**src/rtl/smbto_pkg.sv**
```systemverilog
package smbto_pkg;

  typedef struct packed {
    logic scl;
    logic sda;
  } bus_lines_t;

  typedef enum logic {
    STR_IDLE = 1'b0,
    STR_HOLD = 1'b1
  } stretch_state_t;

  function automatic logic lines_low(input bus_lines_t l);
    return !l.scl && !l.sda;
  endfunction

  function automatic logic lines_idle(input bus_lines_t l);
    return l.scl && l.sda;
  endfunction

endpackage

```
**src/rtl/smbto_stretch_ctrl.sv**
```systemverilog
module smbto_stretch_ctrl
  import smbto_pkg::*;
#(
  parameter int STRETCH_TICKS = 25
) (
  input  logic clk,
  input  logic rst_n,
  input  logic enable,
  input  logic point_pulse,
  input  logic busy,
  input  logic tick,
  input  logic kill,
  output logic hold
);

  localparam int SW = $clog2(STRETCH_TICKS + 1);
  localparam logic [SW-1:0] S_LAST = SW'(STRETCH_TICKS - 1);

  stretch_state_t state_q;
  logic [SW-1:0]  cnt_q;

  always_ff @(posedge clk) begin
    if (!rst_n) begin
      state_q <= STR_IDLE;
      cnt_q   <= '0;
    end else if (!enable || kill) begin
      state_q <= STR_IDLE;
      cnt_q   <= '0;
    end else if (point_pulse && busy) begin
      state_q <= STR_HOLD;
      cnt_q   <= '0;
    end else if (state_q == STR_HOLD) begin
      if (!busy) begin
        state_q <= STR_IDLE;
      end else if (tick) begin
        if (cnt_q == S_LAST) state_q <= STR_IDLE;
        cnt_q <= cnt_q + 1'b1;
      end
    end
  end

  assign hold = (state_q == STR_HOLD);

endmodule

```
**src/rtl/smbto_lockup_wdog.sv**
```systemverilog
module smbto_lockup_wdog
  import smbto_pkg::*;
#(
  parameter int LOCKUP_TICKS = 35
) (
  input  logic       clk,
  input  logic       rst_n,
  input  logic       active,
  input  bus_lines_t lines,
  input  logic       frozen,
  input  logic       tick,
  output logic       fire
);

  localparam int LW = $clog2(LOCKUP_TICKS + 1);
  localparam logic [LW-1:0] L_LIMIT = LW'(LOCKUP_TICKS);

  logic [LW-1:0] low_cnt_q;
  logic          both_low;

  assign both_low = lines_low(lines);

  always_comb begin
    fire = active && both_low && !frozen && tick && (low_cnt_q == L_LIMIT);
  end

  always_ff @(posedge clk) begin
    if (!rst_n) begin
      low_cnt_q <= '0;
    end else if (!active || !both_low) begin
      low_cnt_q <= '0;
    end else if (frozen) begin
      low_cnt_q <= low_cnt_q;
    end else if (tick) begin
      low_cnt_q <= fire ? '0 : low_cnt_q + 1'b1;
    end
  end

endmodule

```
**src/rtl/smbto_rejoin.sv**
```systemverilog
module smbto_rejoin
  import smbto_pkg::*;
(
  input  logic       clk,
  input  logic       rst_n,
  input  bus_lines_t lines,
  input  logic       fire,
  output logic       off_bus
);

  logic off_q;
  logic idle_seen_q;
  logic sda_prev_q;
  logic start_cond;

  assign start_cond = sda_prev_q && !lines.sda && lines.scl;

  always_ff @(posedge clk) begin
    if (!rst_n) begin
      off_q       <= 1'b0;
      idle_seen_q <= 1'b0;
      sda_prev_q  <= 1'b1;
    end else begin
      sda_prev_q <= lines.sda;
      if (fire) begin
        off_q       <= 1'b1;
        idle_seen_q <= 1'b0;
      end else if (off_q) begin
        if (idle_seen_q && start_cond) begin
          off_q       <= 1'b0;
          idle_seen_q <= 1'b0;
        end else if (lines_idle(lines)) begin
          idle_seen_q <= 1'b1;
        end
      end
    end
  end

  assign off_bus = off_q;

endmodule

```
**src/rtl/smbus_timeout_monitor.sv**
```systemverilog
module smbus_timeout_monitor
  import smbto_pkg::*;
#(
  parameter int STRETCH_TICKS = 25,
  parameter int LOCKUP_TICKS  = 35
) (
  input  logic clk,
  input  logic rst_n,
  input  logic scl_in,
  input  logic sda_in,
  input  logic slave_busy,
  input  logic start_seen,
  input  logic ack9_done,
  input  logic tick_1ms,
  output logic scl_hold_low,
  output logic abort_pulse,
  output logic bus_released
);

  bus_lines_t lines;
  logic       hold;
  logic       fire;
  logic       off_bus;
  logic       abort_q;

  assign lines.scl = scl_in;
  assign lines.sda = sda_in;

  smbto_stretch_ctrl #(
    .STRETCH_TICKS(STRETCH_TICKS)
  ) u_stretch (
    .clk        (clk),
    .rst_n      (rst_n),
    .enable     (!off_bus),
    .point_pulse(start_seen || ack9_done),
    .busy       (slave_busy),
    .tick       (tick_1ms),
    .kill       (fire),
    .hold       (hold)
  );

  smbto_lockup_wdog #(
    .LOCKUP_TICKS(LOCKUP_TICKS)
  ) u_wdog (
    .clk   (clk),
    .rst_n (rst_n),
    .active(!off_bus),
    .lines (lines),
    .frozen(hold),
    .tick  (tick_1ms),
    .fire  (fire)
  );

  smbto_rejoin u_rejoin (
    .clk    (clk),
    .rst_n  (rst_n),
    .lines  (lines),
    .fire   (fire),
    .off_bus(off_bus)
  );

  always_ff @(posedge clk) begin
    if (!rst_n) abort_q <= 1'b0;
    else        abort_q <= fire;
  end

  assign scl_hold_low = hold;
  assign abort_pulse  = abort_q;
  assign bus_released = off_bus;

endmodule

```
**config.mk**
```make
export PLATFORM = sky130hd
export DESIGN_NAME = smbus_timeout_monitor
export DESIGN_NICKNAME = d
export VERILOG_FILES = /design/src/rtl/smbto_pkg.sv /design/src/rtl/smbto_stretch_ctrl.sv /design/src/rtl/smbto_lockup_wdog.sv /design/src/rtl/smbto_rejoin.sv /design/src/rtl/smbus_timeout_monitor.sv
export SDC_FILE = /design/constraint.sdc
export NUM_CORES = 1
export LEC_CHECK = 0
export CORE_MARGIN = 2
export CORE_UTILIZATION = 39
export DETAILED_ROUTE_END_ITERATION = 8
export DONT_BUFFER_PORTS = 1
export HOLD_SLACK_MARGIN = 0.15
export PLACE_DENSITY_LB_ADDON = 0.2
export SYNTH_ARGS = -nofsm -noshare
export SYNTH_HDL_FRONTEND = slang
export SYNTH_SLANG_ARGS = --single-unit
```
**constraint.sdc**
```tcl
create_clock -name clk -period 1.8 [get_ports clk]
set_input_delay 0.36 -clock clk [delete_from_list [all_inputs] [get_ports clk]]
set_output_delay 0.36 -clock clk [all_outputs]
set_load 0.005 [all_outputs]
```
---- Word level (Yosys, flattened, before mapping) ----
Index checks and enable logic that the tools add are counted.
storage, ports and cells
  flip-flop bits (word level) ............. 16
  input port bits ......................... 8
  output and inout port bits .............. 3
  logic and storage cells ................. 50
cells by class
  $add $sub $neg .......................... 2
  equal/unequal tests ..................... 2
  muxes and demuxes ....................... 11
  bitwise operators ....................... 2
  reductions and logical operators ........ 26
operators with widths
  kind                                                           count
  1-bit logical AND                                              10
  1-bit two-way mux                                              10
  6-bit by 1-bit adder with 6-bit output, second input constant  1
  6-bit == test, second input constant                           1
  6-bit two-way mux                                              1
  2-bit OR reduction                                             3
  5-bit by 1-bit adder with 5-bit output, second input constant  1
  5-bit == test, second input constant                           1
  1-bit zero test                                                5
  2-bit AND reduction                                            2
  1-bit logical OR                                               3
  3-bit AND reduction                                            1
  3-bit OR reduction                                             1
  1-bit NOT                                                      2
  2-bit nonzero test                                             1

---- Longest topological paths before layout ----
  depth in word-level cells ............... 8
  depth in mapped cells ................... 5
  gate-level depth less buffers ........... 5

---- By module ----
From an unflattened synthesis, not the netlist that was laid out.
unflattened totals
  cells, all modules ...................... 84
  area, all modules ....................... 775.7 um2
by module, submodules not included
  module                 times used  cells an instance  area each (um2)  seq. area each (um2)
  smbto_lockup_wdog      1           34                 322.8            120.1
  smbto_stretch_ctrl     1           34                 295.3            120.1
  smbto_rejoin           1           12                 121.4            60.1
  smbus_timeout_monitor  1           4                  36.3             20.0

---- Worst setup path before layout ----
OpenSTA, ideal clock, no wires.
  kind .................................... reg-to-reg
  start point ............................. register u_wdog.low_cnt_q[2]
  end point ............................... register u_stretch.cnt_q[0]
  setup time .............................. 127 ps
  data arrival time ....................... 1,237 ps
  required time ........................... 1,673 ps
  setup slack ............................. 436 ps
  stages on the path, launching flop included .. 4
  buffers on the path ..................... 0
  period minus slack after synthesis ...... 1,364 ps
  path through ............................ dfxtp_1 > or4b_4 > o311ai_4 > nor2_1
between the ends
  word-level cells in the longest chain between the ends .. 4
ends and longest elaborated chain
  what                                 line                      source
  start: declaration                   smbto_lockup_wdog.sv:18   logic [LW-1:0] low_cnt_q;
  start signal: assignment             smbto_lockup_wdog.sv:33   low_cnt_q <= low_cnt_q;
  start signal: assignment             smbto_lockup_wdog.sv:35   low_cnt_q <= fire ? '0 : low_cnt_q + 1'b1;
  6-bit == test                        smbto_lockup_wdog.sv:24   fire = active && both_low && !frozen && tick && (low_cnt_q == L_LIMIT);
  1-bit logical AND                    smbto_lockup_wdog.sv:24
  1-bit logical OR                     smbto_stretch_ctrl.sv:26  end else if (!enable || kill) begin
  3-bit OR reduction (no source line)  --
  end signal: assignment               smbto_stretch_ctrl.sv:37  cnt_q <= cnt_q + 1'b1;
  end: declaration                     smbto_stretch_ctrl.sv:20  logic [SW-1:0] cnt_q;
No other way between the ends.
A chain may end at the register's enable or synchronous reset.

---- Final worst setup path ----
  start point ............................. register u_wdog.low_cnt_q[3]
  end point ............................... register u_stretch.cnt_q[4]
The elaborated chain is that of the path after synthesis.

==> impl_metrics.ini <==
[run_status]
outcome = complete, no violations

[cells_and_area]
utilization_pct = 45.07
multi_input_area_sq_um = 437.9
fillers = 202
nets = 97
area_delta_synth_final_pct = 11.38
antenna_cells = 0
regArea_sq_um = 320.3
drive_above_1_share_pct = 14.12
final_cell_area_sq_um = 857.1

[clocking]
insertion_delay_ns = 0.28
clockBufferDepth = 2
cts_tree = yes
cts_resized = 0
clock-sinks = 16
cts_buffers = 3
root_buffer = clkbuf_4
clk_pin_slew_ns = 0.10
htreeDepth = 1

[die]
die_h_um = 48.42
ios = 11
coreArea_sq_um = 1902
rows = 16
die_w_um = 48.42
dieArea_sq_um = 2345
start_util_pct = 40.46

[place]
placed_area_sq_um = 810.8
place_congestion = 0.7702
hpwl_um = 1096
portBuffers = 0
pre_cts_ws_ns = 0.3152

[sta]
post-route-min-period_ns = 1.488
finalCritPeriodShare_pct = 82.67
fin_ws_ns = 0.3119
drv_slew = 0
hold_viol_final = 0
tightest_slew_ns = 0.4596
max_clock_freq_mhz = 672.0
finalSetupTns_ns = 0
setup_viol = 0
finalClockSkew_ns = 0.005535
rsz0062_at_grt = false
slew_headroom_pct = 69.04

[pwr]
switchingPower_w = 0.0001318
worst_ir_drop_vdd_v = 0.0004051
comb_power_share_pct = 5.0
p_per_area_nw_per_um2 = 733.6
clkPwrFrac_pct = 37.5
design_power_total_w = 0.0006287
p_int_w = 0.0004969
leakage_nw = 0.2982
switching_share_pct = 20.96
seqPwrFrac_pct = 57.6

[global_route]
busiest_layer = met2
grt_overflow = 0
grtUsageMet2_pct = 22.69
grt_usage_pct = 13.83
grt_pass1_wl_um = 2587
first_global_vias = 598
antenna_found_initial = 0
grtUsageMet1_pct = 18.24
grt_use_met3_pct = 2.160
grt_max_degree = 10

[logic_synthesis]
netlist_area_sq_um = 769.5
yosys.area.top_type = dfxtp_1
yosys-top-cells-area = dfxtp_1 (42%), ha_1 (4.9%), or3_1 (4.1%), o21ai_0 (3.9%), o311ai_4 (3.4%)
synthTopCellsByCount = dfxtp_1 (16), o21ai_0 (6)
ys_async_sr_fraction_pct = 0
ys_seq_area_share_pct = 41.63
yosysTopAreaCellShare_pct = 41.63
synth_cells = 79
syn_area_per_cell_sq_um = 9.740
yosysMostFrequentCell = dfxtp_1
ys_ff_latch = 16
synth_warnings = 0
synthFlopType = dfxtp_1
synth_edf_count = 0
syn_nets = 90
synth_cell_type_count = 31

[critical_path]
path_cells = or4b_4 > o311ai_4 > a21oi_1
cp_top_family = simple AND/OR/NAND/NOR gates
worst-path-max-fanout = 5
slowest_stage = or4b_4
required_ns = 1.96
cpPeakStageDelay_ns = 0.57
arrival_ns = 1.65
startpoint_type = register
path_class = register to register
crit_path_end_kind = register
critical_path_buf_inv_count = 0

[drt]
detail-route-antenna-nets = 0
drc_errors = 0
detailedRoute.firstIterationViolations = 12
via_per_inst = 5.411
dr.pass1.iters = 5
vias = 606
post_drt_wl_per_cell_um = 12.78
totalWireLength_um = 1431

[run]
maxCapViolCount = 0

[hold_path]
hp-class = primary input to register
repair_timing:
item / in CTS / in global routing
endpoints found under the hold margin: 1 / 0
hold buffers: 1 / 0
endpoints found under the setup margin: 0 / 0
setup buffers: 0 / 0
sequential cells by signal (all words and copies together) (netlist names):
signal / cells
u_stretch.cnt_q: 5
u_wdog.low_cnt_q: 6
u_rejoin.sda_prev_q: 1
abort_pulse: 1
u_stretch.hold: 1
u_rejoin.off_bus: 1
u_rejoin.idle_seen_q: 1
metal layers:
metal / vias to the layer above / routed length, um
met5: - / 0
met4: 0 / 8
met3: 2 / 39
met2: 6 / 679
met1: 292 / 703
li1: 306 / -
per-stage QoR:
stage | std cells | hold slack (ns)
after floorplan | 79 | 0.4330
after global placement | 107 | 0.4424
after detailed placement | 107 | 0.4479
after CTS | 112 | 0.1700
after global routing | 112 | 0.1688
final | 112 | 0.1792
final cells by class:
type,count,area share (%)
repair buffers,2,2.044
clock buffers,4,4.234
flip-flops and latches,16,37.37
multi-input cells,60,51.09
well taps,27,3.942
inverters,3,1.314
cell families after synthesis:
family,after synthesis,share of synthesized area (%)
simple gates,34,28.78
compound gates,18,17.24
flops,16,41.63
xor+xnor,3,3.415
buf+inv,3,1.463
fa+ha+maj,3,4.879
mux,2,2.602
cell usage in the layout, fill, tap and decap left out, drive strengths merged, types with 3 or more instances in the layout:
cell,instances
dfxtp,16
o21ai,7
or3,5
a21oi,5
nand3,5
nor2,5
nand2b,4
clkbuf,4
inv,3
ha,3
path summary, 6_finish.rpt:
check,start,to,slack (ns),cells past startpoint
worst max register to register,u_wdog.low_cnt_q[3],u_stretch.cnt_q[4],0.31,3
worst min-delay path,sda_in,u_rejoin.sda_prev_q,0.18,1
worst min register to register,u_wdog.low_cnt_q[5],u_wdog.low_cnt_q[5],0.50,2
worst max-delay path,u_wdog.low_cnt_q[3],u_stretch.cnt_q[4],0.31,3
power by group through the flow:
stage	Clock, W	Combinational, W	Sequential (W)
finish	0.000236	0.0000312	0.000362
global route	0.000261	0.0000343	0.000363
CTS	0.000248	0.0000315	0.000362
detailed placement	0	0.0000295	0.000371
global placement	0	0.0000291	0.000370
floorplan	0	0.0000240	0.000369
(Power assumes the default switching activity.)
